**src/rtl/wp_pkg.sv**
```systemverilog
package wp_pkg;
    localparam int ADDR_W   = 13;
    localparam int DATA_W   = 8;
    localparam int SEC_BITS = 3;
    localparam int SEC_N    = 1 << SEC_BITS;

    typedef enum logic [1:0] {UL_IDLE, UL_K1, UL_K2, UL_OPEN} ul_state_e;
    typedef enum logic [1:0] {PG_IDLE, PG_LOAD, PG_BUSY} pg_state_e;

    typedef struct packed {
        logic [ADDR_W-1:0] addr;
        logic [DATA_W-1:0] data;
    } wr_beat_t;

    function automatic logic [SEC_BITS-1:0] sector_of(input logic [ADDR_W-1:0] a);
        return a[ADDR_W-1 -: SEC_BITS];
    endfunction
endpackage

```
**src/rtl/wp_sector.sv**
```systemverilog
module wp_sector
    import wp_pkg::*;
#(
    parameter logic [SEC_N-1:0] CFG_INIT = '1
) (
    input  logic                clk,
    input  logic                cfg_load,
    input  logic [SEC_N-1:0]    cfg_val,
    input  logic [ADDR_W-1:0]   addr,
    output logic                sec_ok
);
    // Stand-in for a nonvolatile setting: no reset term.
    logic [SEC_N-1:0] en_q = CFG_INIT;

    always_ff @(posedge clk) begin
        if (cfg_load) en_q <= cfg_val;
    end

    assign sec_ok = en_q[sector_of(addr)];
endmodule

```
**src/rtl/wp_unlock.sv**
```systemverilog
module wp_unlock
    import wp_pkg::*;
#(
    parameter logic [ADDR_W-1:0] KA0 = 13'h1555,
    parameter logic [DATA_W-1:0] KD0 = 8'hAA,
    parameter logic [ADDR_W-1:0] KA1 = 13'h0AAA,
    parameter logic [DATA_W-1:0] KD1 = 8'h55,
    parameter logic [ADDR_W-1:0] KA2 = 13'h1555,
    parameter logic [DATA_W-1:0] KD2 = 8'hA0
) (
    input  logic     clk,
    input  logic     rst,
    input  logic     sdp_on,
    input  logic     req,
    input  wr_beat_t beat,
    input  logic     relock,
    output logic     unlocked
);
    ul_state_e state;
    logic      key_hit;
    ul_state_e nxt;

    always_comb begin
        key_hit = 1'b0;
        nxt     = UL_IDLE;
        unique case (state)
            UL_IDLE: begin key_hit = (beat.addr == KA0) && (beat.data == KD0); nxt = UL_K1;   end
            UL_K1:   begin key_hit = (beat.addr == KA1) && (beat.data == KD1); nxt = UL_K2;   end
            UL_K2:   begin key_hit = (beat.addr == KA2) && (beat.data == KD2); nxt = UL_OPEN; end
            default: begin key_hit = 1'b0; nxt = UL_OPEN; end
        endcase
    end

    always_ff @(posedge clk) begin
        if (rst || relock || !sdp_on) state <= UL_IDLE;
        else if (req && state != UL_OPEN) state <= key_hit ? nxt : UL_IDLE;
    end

    assign unlocked = !sdp_on || (state == UL_OPEN);

    // a finished programming cycle drops the tracker back to its start
    a_r4_relock: assert property (@(posedge clk) disable iff (rst)
        relock |=> state == UL_IDLE);
    // a mismatching write while locked never advances the tracker
    a_r3_mismatch: assert property (@(posedge clk) disable iff (rst)
        (sdp_on && req && state != UL_OPEN && !key_hit && !relock) |=> state == UL_IDLE);
endmodule

```
**src/rtl/wp_page.sv**
```systemverilog
module wp_page
    import wp_pkg::*;
#(
    parameter int PAGE_BITS = 5,
    parameter int TIMEOUT   = 64,
    parameter int PROG_CYC  = 1000
) (
    input  logic              clk,
    input  logic              rst,
    input  logic              cand,
    input  logic [ADDR_W-1:0] addr,
    input  logic              wc_allow,
    input  logic              rd_req,
    output logic              accept,
    output logic              busy,
    output logic              done,
    output logic              poll
);
    localparam int TAG_W = ADDR_W - PAGE_BITS;
    localparam int IW    = $clog2(TIMEOUT + 1);
    localparam int PW    = $clog2(PROG_CYC + 1);

    pg_state_e        state;
    logic [TAG_W-1:0] cur_tag;
    logic [IW-1:0]    idle_cnt;
    logic [PW-1:0]    prog_cnt;
    logic [TAG_W-1:0] req_tag;

    assign req_tag = addr[ADDR_W-1:PAGE_BITS];
    assign accept  = cand && ((state == PG_IDLE) ||
                              (state == PG_LOAD && req_tag == cur_tag));
    assign busy    = (state == PG_BUSY);
    assign done    = busy && (prog_cnt == '0);

    always_ff @(posedge clk) begin
        if (rst) begin
            state    <= PG_IDLE;
            cur_tag  <= '0;
            idle_cnt <= '0;
            prog_cnt <= '0;
            poll     <= 1'b0;
        end else begin
            unique case (state)
                PG_IDLE: if (accept) begin
                    state    <= PG_LOAD;
                    cur_tag  <= req_tag;
                    idle_cnt <= '0;
                end
                PG_LOAD: begin
                    if (accept) idle_cnt <= '0;
                    else if (idle_cnt == IW'(TIMEOUT)) begin
                        if (wc_allow) begin
                            state    <= PG_BUSY;
                            prog_cnt <= PW'(PROG_CYC - 1);
                        end
                    end else idle_cnt <= idle_cnt + 1'b1;
                end
                PG_BUSY: begin
                    if (rd_req) poll <= ~poll;
                    if (prog_cnt == '0) state <= PG_IDLE;
                    else prog_cnt <= prog_cnt - 1'b1;
                end
                default: state <= PG_IDLE;
            endcase
        end
    end

    // a low write-control input keeps a finished load from programming
    a_r7_wc_hold: assert property (@(posedge clk) disable iff (rst)
        (state == PG_LOAD && !wc_allow) |=> state != PG_BUSY);
    // each read during programming inverts the poll bit
    a_r9_toggle: assert property (@(posedge clk) disable iff (rst)
        (busy && rd_req) |=> poll != $past(poll));
    // without a read during programming the poll bit holds
    a_r9_hold: assert property (@(posedge clk) disable iff (rst)
        !(busy && rd_req) |=> $stable(poll));
    // an open load keeps its page tag until it closes
    a_r5_tag_stable: assert property (@(posedge clk) disable iff (rst)
        (state == PG_LOAD) |=> $stable(cur_tag));
endmodule

```
**src/rtl/wp_ctrl.sv**
```systemverilog
module wp_ctrl
    import wp_pkg::*;
#(
    parameter int               PAGE_BITS = 5,
    parameter int               TIMEOUT   = 64,
    parameter int               PROG_CYC  = 1000,
    parameter logic [SEC_N-1:0] CFG_INIT  = '1
) (
    input  logic              clk,
    input  logic              rst,
    input  logic              sdp_on,
    input  logic              wc_allow,
    input  logic              cfg_load,
    input  logic [SEC_N-1:0]  cfg_val,
    input  logic              wr_req,
    input  logic [ADDR_W-1:0] wr_addr,
    input  logic [DATA_W-1:0] wr_data,
    input  logic              rd_req,
    output logic              mem_we,
    output logic [ADDR_W-1:0] mem_addr,
    output logic [DATA_W-1:0] mem_data,
    output logic              busy,
    output logic              poll
);
    wr_beat_t beat;
    logic     sec_ok, unlocked, accept, done, ul_req, cand;

    assign beat.addr = wr_addr;
    assign beat.data = wr_data;
    assign ul_req    = wr_req && !busy;
    assign cand      = ul_req && unlocked && sec_ok;

    wp_sector #(.CFG_INIT(CFG_INIT)) u_sector (
        .clk(clk), .cfg_load(cfg_load), .cfg_val(cfg_val),
        .addr(wr_addr), .sec_ok(sec_ok)
    );

    wp_unlock u_unlock (
        .clk(clk), .rst(rst), .sdp_on(sdp_on), .req(ul_req),
        .beat(beat), .relock(done), .unlocked(unlocked)
    );

    wp_page #(.PAGE_BITS(PAGE_BITS), .TIMEOUT(TIMEOUT), .PROG_CYC(PROG_CYC)) u_page (
        .clk(clk), .rst(rst), .cand(cand), .addr(wr_addr),
        .wc_allow(wc_allow), .rd_req(rd_req), .accept(accept),
        .busy(busy), .done(done), .poll(poll)
    );

    always_ff @(posedge clk) begin
        if (rst) begin
            mem_we   <= 1'b0;
            mem_addr <= '0;
            mem_data <= '0;
        end else begin
            mem_we <= accept;
            if (accept) begin
                mem_addr <= beat.addr;
                mem_data <= beat.data;
            end
        end
    end

    // a disabled sector never yields an array write
    a_r1_sector_gate: assert property (@(posedge clk) disable iff (rst)
        (wr_req && !sec_ok) |=> !mem_we);
    // nothing is forwarded while protection is on and the tracker is not open
    a_r3_locked: assert property (@(posedge clk) disable iff (rst)
        (wr_req && sdp_on && !unlocked) |=> !mem_we);
    // writes during programming are refused
    a_r8_busy_block: assert property (@(posedge clk) disable iff (rst)
        (wr_req && busy) |=> !mem_we);
    // a forwarded write carries the address requested one cycle earlier
    a_r6_addr: assert property (@(posedge clk) disable iff (rst)
        mem_we |-> mem_addr == $past(wr_addr));
endmodule

```
**config.mk**
```make
export PLATFORM = sky130hd
export DESIGN_NAME = wp_ctrl
export DESIGN_NICKNAME = d
export VERILOG_FILES = /design/src/rtl/wp_pkg.sv /design/src/rtl/wp_sector.sv /design/src/rtl/wp_unlock.sv /design/src/rtl/wp_page.sv /design/src/rtl/wp_ctrl.sv
export SDC_FILE = /design/constraint.sdc
export NUM_CORES = 1
export LEC_CHECK = 0
export ABC_AREA = 1
export BUFFER_PORTS_ARGS = -buffer_cell sky130_fd_sc_hd__buf_2
export CAP_MARGIN = 20
export CORE_MARGIN = 10
export CORE_UTILIZATION = 30
export DETAILED_ROUTE_END_ITERATION = 10
export SYNTH_ARGS = -nofsm -noshare
export SYNTH_HDL_FRONTEND = slang
export SYNTH_SLANG_ARGS = --single-unit
```
**constraint.sdc**
```tcl
create_clock -name clk -period 3.3 [get_ports clk]
set_clock_uncertainty 0.1 [all_clocks]
set_input_delay 0.66 -clock clk [delete_from_list [all_inputs] [get_ports clk]]
set_output_delay 0.66 -clock clk [all_outputs]
set_load 0.01 [all_outputs]
```
### Word-level counts from Yosys, hierarchy flattened

Index checks and enable logic that the tools add are counted.

| operators by class | value |
|---|---|
| add/sub/neg operators | 2 |
| $lt $le $gt $ge | 1 |
| mux-type cells | 20 |
| eq/ne operators | 20 |
| reductions and logical operators | 26 |
| bitwise operators | 1 |

Operators with widths:

| kind | number |
|---|---|
| $mux W10 | 4 |
| $mux W7 | 3 |
| $pmux W10 S2 | 1 |
| $eq A8 B8 Y1 const B | 2 |
| $pmux W7 S2 | 1 |
| $eq A13 B12 Y1 const B | 1 |
| $eq A13 B13 Y1 const B | 1 |
| $mux W2 | 6 |
| $ne A2 B2 Y1 const B | 6 |
| $logic_and A1 B1 Y1 | 10 |
| $logic_not A10 Y1 | 1 |
| $reduce_and A5 Y1 | 2 |
| $sub A10 B1 Y10 const B | 1 |
| $eq A8 B7 Y1 const B | 1 |
| $eq A8 B8 Y1 | 1 |
| $add A7 B1 Y7 const B | 1 |
| $eq A7 B7 Y1 const B | 1 |
| $eq A2 B2 Y1 const B | 3 |
| $pmux W2 S3 | 1 |
| $eq A2 B1 Y1 const B | 2 |
| $logic_not A2 Y1 | 2 |
| $logic_or A1 B1 Y1 | 4 |
| $lt A3 B4 Y1 const B | 1 |
| $pmux W2 S2 | 1 |
| other kinds (10) | 13 |

| word-level totals | value |
|---|---|
| logic and storage cells | 80 |
| register bits after elaboration | 60 |
| output and inout port bits | 24 |

### Longest topological paths before layout

| depth | value |
|---|---|
| word-level depth | 8 |
| mapped depth | 14 |

### Cells and area by module

A second synthesis with hierarchy kept.

| unflattened totals | value |
|---|---|
| cell total of the unflattened synthesis | 519 |
| area, all modules | 3,387.0 µm² |

Modules (own cells, without submodules):

| module | times used | area each (µm²) | sequential area each (µm²) | cells each |
|---|---|---|---|---|
| wp_page | 1 | 1,789.2 | 560.5 | 270 |
| wp_ctrl | 1 | 924.6 | 440.4 | 141 |
| wp_sector | 1 | 350.3 | 240.2 | 36 |
| wp_unlock | 1 | 322.8 | 40.0 | 72 |

### Least setup slack after synthesis

Ideal clock, no wire load.

| path | value |
|---|---|
| path kind | input-to-reg |
| start | in wr_addr[5] |
| end | reg u_page.prog_cnt[4] |
| setup time | 114 ps |
| arrival | 1,653 ps |
| slack | 1,433 ps |
| cell stages on the path | 10 |
| cell sequence | or2_2 -> nand3_1 -> nor2_1 -> nand2_1 -> nand2_2 -> nand3_4 -> nand3_4 -> buf_6 -> a21oi_1 -> nor2_1 |

| between the ends | value |
|---|---|
| word-level cells in the longest chain between the ends | 6 |

Ends and longest elaborated chain:

| item | RTL line | text |
|---|---|---|
| start: declaration | wp_ctrl.sv:16 | `input logic [ADDR_W-1:0] wr_addr,` |
| $eq A8 B8 Y1 | wp_page.sv:31 | `(state == PG_LOAD && req_tag == cur_tag));` |
| $logic_and A1 B1 Y1 | wp_page.sv:31 |  |
| $logic_or A1 B1 Y1 | wp_page.sv:30 | `assign accept = cand && ((state == PG_IDLE) \|\|` |
| $logic_and A1 B1 Y1 | wp_page.sv:30 |  |
| $ne A2 B2 Y1 (no line) | -- |  |
| $reduce_and A5 Y1 (no line) | -- |  |
| end signal: assignment | wp_page.sv:54 | `prog_cnt <= PW'(PROG_CYC - 1);` |
| end signal: assignment | wp_page.sv:61 | `else prog_cnt <= prog_cnt - 1'b1;` |
| end: declaration | wp_page.sv:26 | `logic [PW-1:0] prog_cnt;` |

Every way passes these cells.
A chain may end at the register's enable or synchronous reset.

### Final worst setup path

| path | value |
|---|---|
| start | reg u_page.state[0] |
| end | out busy |

| between the ends | value |
|---|---|
| word-level cells in the longest chain between the ends | 1 |

Ends and longest elaborated chain:

| item | RTL line | text |
|---|---|---|
| start: declaration | wp_page.sv:23 | `pg_state_e state;` |
| start signal: assignment | wp_page.sv:37 | `state <= PG_IDLE;` |
| start signal: assignment | wp_page.sv:45 | `state <= PG_LOAD;` |
| start signal: assignment | wp_page.sv:53 | `state <= PG_BUSY;` |
| $eq A2 B2 Y1 | wp_page.sv:32 | `assign busy = (state == PG_BUSY);` |
| end: declaration | wp_ctrl.sv:22 | `output logic busy,` |

Every way passes these cells.

==> flow_metrics.env <==
export IMPL_grt_pass1_vias=2819
export IMPL_max_freq_mhz=480
export IMPL_yosys_warnings=0
export IMPL_clkTransAtPathRegs_ns=0.07
export IMPL_yosys_top_cells_count="75 x nand2_1, 63 x nor2_1, 56 x inv_1, 52 x dfxtp_1, 35 x a21oi_1"
export IMPL_finalCritPeriodShare_pct=63.1
export IMPL_cts_tree="built"
export IMPL_ys_flop_type="dfxtp_1"
export IMPL_crit_cells=4
export IMPL_drt_total_wl_um=7990
export IMPL_switchingPower_uw=506
export IMPL_dr_pass1_iters=4
export IMPL_design_area_um2=3650
export IMPL_avgViaCountPerCell=4.65
export IMPL_fillers=1081
export IMPL_syn_area_per_cell_um2=7.20
export IMPL_clk_path_buf_depth=2
export IMPL_drv_cap=0
export IMPL_reg2reg_to="u_page.prog_cnt[4]"
export IMPL_hold_violations=0
export IMPL_grt_pass1_wl_um=13400
export IMPL_powerDensity_nw_per_um2=510
export IMPL_synth_cell_type_count=32
export IMPL_hold_path_class="reg2reg"
export IMPL_critPathSlowestCell="dfxtp_1"
export IMPL_reg2reg_from="u_page.idle_cnt[0]"
export IMPL_coreArea_um2=9820
export IMPL_synth_area_um2=3020
export IMPL_dieArea_um2=14500
export IMPL_start_util_pct=30.8
export IMPL_cts_root_buf="clkbuf_8"
export IMPL_yosysTopAreaCell="dfxtp_1"
export IMPL_htree_levels=3
export IMPL_fp_dieW_um=120
export IMPL_clock_latency_ns=0.34
export IMPL_cp_common_cell="inv_1"
export IMPL_grt_ovfl_total=0
export IMPL_critical_path_required_ns=2.54
export IMPL_endpoint_kind="output pin"
export IMPL_tns_ns=0
export IMPL_finalNetCount=520
export IMPL_cts_hold_buf=0
export IMPL_synth_seq_cells=60
export IMPL_drt_iter0_drc=141
export IMPL_vias=2876
export IMPL_slew_limit_headroom_pct=58.8
export IMPL_wl_per_cell_um=12.9
export IMPL_p_comb_share_pct=15.3
export IMPL_crit_fanout=8
export IMPL_yosysSeqAreaShare_pct=42.4
export IMPL_p_leak_nw=1.69
export IMPL_area_growth_pct=20.6
export IMPL_final_cells=618
export IMPL_grt_use_total_pct=11.3
export IMPL_place_hpwl_um=6000
export IMPL_seqPwrFrac_pct=43.9
export IMPL_holdPathEnd="u_page.cur_tag[0]"
export IMPL_drive_above_1_share_pct=19.0
export IMPL_swShare_pct=27.2
export IMPL_drc=0
export IMPL_crit_chain="inv_1 -> nand2_4 -> inv_1 -> buf_2"
export IMPL_crit_type="reg2out"
export IMPL_worst_r2r_setup_slack_ns=1.22
export IMPL_io_buffers=59
export IMPL_place_inst=602
export IMPL_worstPathBufferInverterCount=3
export IMPL_reg2regPathDepth=8
export IMPL_antenna_found_initial=0
export IMPL_slowest_delay_ns=0.33
export IMPL_ys_async_sr_fraction_pct=0
export IMPL_timing_final_ws_setup_ns=1.22
export IMPL_io_pins=60
export IMPL_dpl_worst_slack_ns=0.962
export IMPL_rsz0062_at_grt="false"
export IMPL_place_gp_congestion=0.796
export IMPL_finalSetupViolCount=0
export IMPL_tightest_slew_ns=0.616
export IMPL_cts_resized=0
export IMPL_numCtsBuffers=9
export IMPL_peakVddDrop_mv=0.284
export IMPL_synth_fp_nets=460
export IMPL_intPower_mw=1.36
export IMPL_die_h_um=120
export IMPL_synth_most_common_cell="nand2_1"
export IMPL_crit_family="buffers and inverters"
export IMPL_postRouteAntennaNets=0
export IMPL_cp_arrival_ns=1.32
export IMPL_synth_edf_count=8
export IMPL_synth_area_leaders="dfxtp_1 34%, nand2_1 9.3%, edfxtp_1 7.9%, nor2_1 7.8%, inv_1 7.0%"
export IMPL_hold_path_depth=2
export IMPL_dpl_cell_area_um2=3420
export IMPL_start_kind="flip-flop"
export IMPL_syn_inst=420
export IMPL_placementRows=36
export IMPL_outcome="finished clean"
export IMPL_antenna_cells=0
export IMPL_cts_setup_buffers=0
export IMPL_grt_start_max_net_pins=36
export IMPL_holdCritStartpoint="u_page.cur_tag[0]"
export IMPL_min_period_ns=2.08
export IMPL_slew_viol_final=0
export IMPL_clockPowerShare_pct=40.8
export IMPL_synth_top_cell_area_share_pct=34.4
export IMPL_cts_num_sinks=60
## kinds of logic (layout without fill, tap and decap cells)
kind of cell	count (synthesis)	after routing	synth area share [%]
AO/OA/AOI/OAI	73	73	13.0
XOR/XNOR	7	7	2.03
adder cells (fa/ha/maj)	4	4	1.66
buffers and inverters	74	139	10.6
flip-flops	60	60	42.4
AND/OR/NAND/NOR	202	202	30.4
## area by class of cell
class | instances | area, um^2 | area share [%]
tap | 133 | 166 | 4.56
inverter | 61 | 231 | 6.34
multi-input combinational | 286 | 1420 | 39.0
sequential | 60 | 1280 | 35.1
clock buffer | 12 | 155 | 4.25
clock inverter | 4 | 72.6 | 1.99
timing repair buffer | 62 | 318 | 8.71
## power groups by stage
stage          logic, mW  registers (mW)  clock network [mW]
2_1_floorplan      0.189           0.836                   0
3_3_place_gp       0.283           0.833                   0
3_5_place_dp       0.286           0.833                   0
4_1_cts            0.288           0.818               0.777
5_1_grt            0.328           0.823               0.815
6_report           0.284           0.818               0.760
## flip-flops by register name, indices dropped and copies added (netlist names)
register	count
mem_addr	13
mem_data	8
mem_we	1
u_page.cur_tag	8
u_page.idle_cnt	7
u_page.poll	1
u_page.prog_cnt	10
u_page.state	2
u_sector.en_q	8
u_unlock.state	2
## layer usage
metal / wire, um / vias up / share of wire, % / global-route usage, %
li1: - / 1496 / - / -
met5: 0 / - / 0 / 0
met3: 438 / 8 / 5.5 / 3.02
met1: 3620 / 1292 / 45 / 13.6
met2: 3850 / 80 / 48 / 18.5
met4: 86 / 0 / 1.1 / 5.43
## cells in the final DEF (no fill, tap or decap), types with 2 or more instances in the layout
cell,netlist,layout
nand2_1,75,75
nor2_1,63,63
buf_2,4,59
inv_1,56,56
dfxtp_1,52,52
a21oi_1,35,35
o21ai_0,28,28
nand4_1,25,25
nand3_1,15,15
clkbuf_8,0,11
edfxtp_1,8,8
nand2_2,6,6
o21ai_1,6,6
nor3_1,6,6
xor2_1,5,5
nor4_1,5,5
ha_1,4,4
buf_4,3,3
inv_2,2,2
clkinv_1,2,2
nand3_4,2,2
xnor2_1,2,2
a31oi_1,2,2
bufinv_16,0,2
## metrics by stage
step | util (%) | hold WS [ns] | power, mW
2_1_floorplan | - | 0.342 | 1.03
3_3_place_gp | 34.8 | 0.358 | 1.12
3_5_place_dp | 34.8 | 0.366 | 1.12
4_1_cts | 37.2 | 0.374 | 1.88
5_1_grt | 37.2 | 0.373 | 1.97
6_report | 37.2 | 0.378 | 1.86
## worst max-delay path by stage
stage | slack, ns | endpoint | start
2_1_floorplan | 1.43 | u_page.prog_cnt[4] | wr_addr[5]
3_3_place_gp | 1.04 | u_page.idle_cnt[5] | wr_addr[11]
3_5_place_dp | 0.96 | mem_addr[12] | wr_addr[10]
4_1_cts | 1.19 | busy | u_page.state[0]
5_1_grt | 1.05 | u_page.prog_cnt[3] | u_page.prog_cnt[0]
6_report | 1.22 | busy | u_page.state[0]
## worst min-delay path: cells and delay by family, from the launching register on
kind	cells	cell delay (ns)
AO/OA/AOI/OAI	1	0.06
buffers and inverters	1	0.08
flip-flops	1	0.30
No activity file was read; power rests on OpenSTA's default activity.
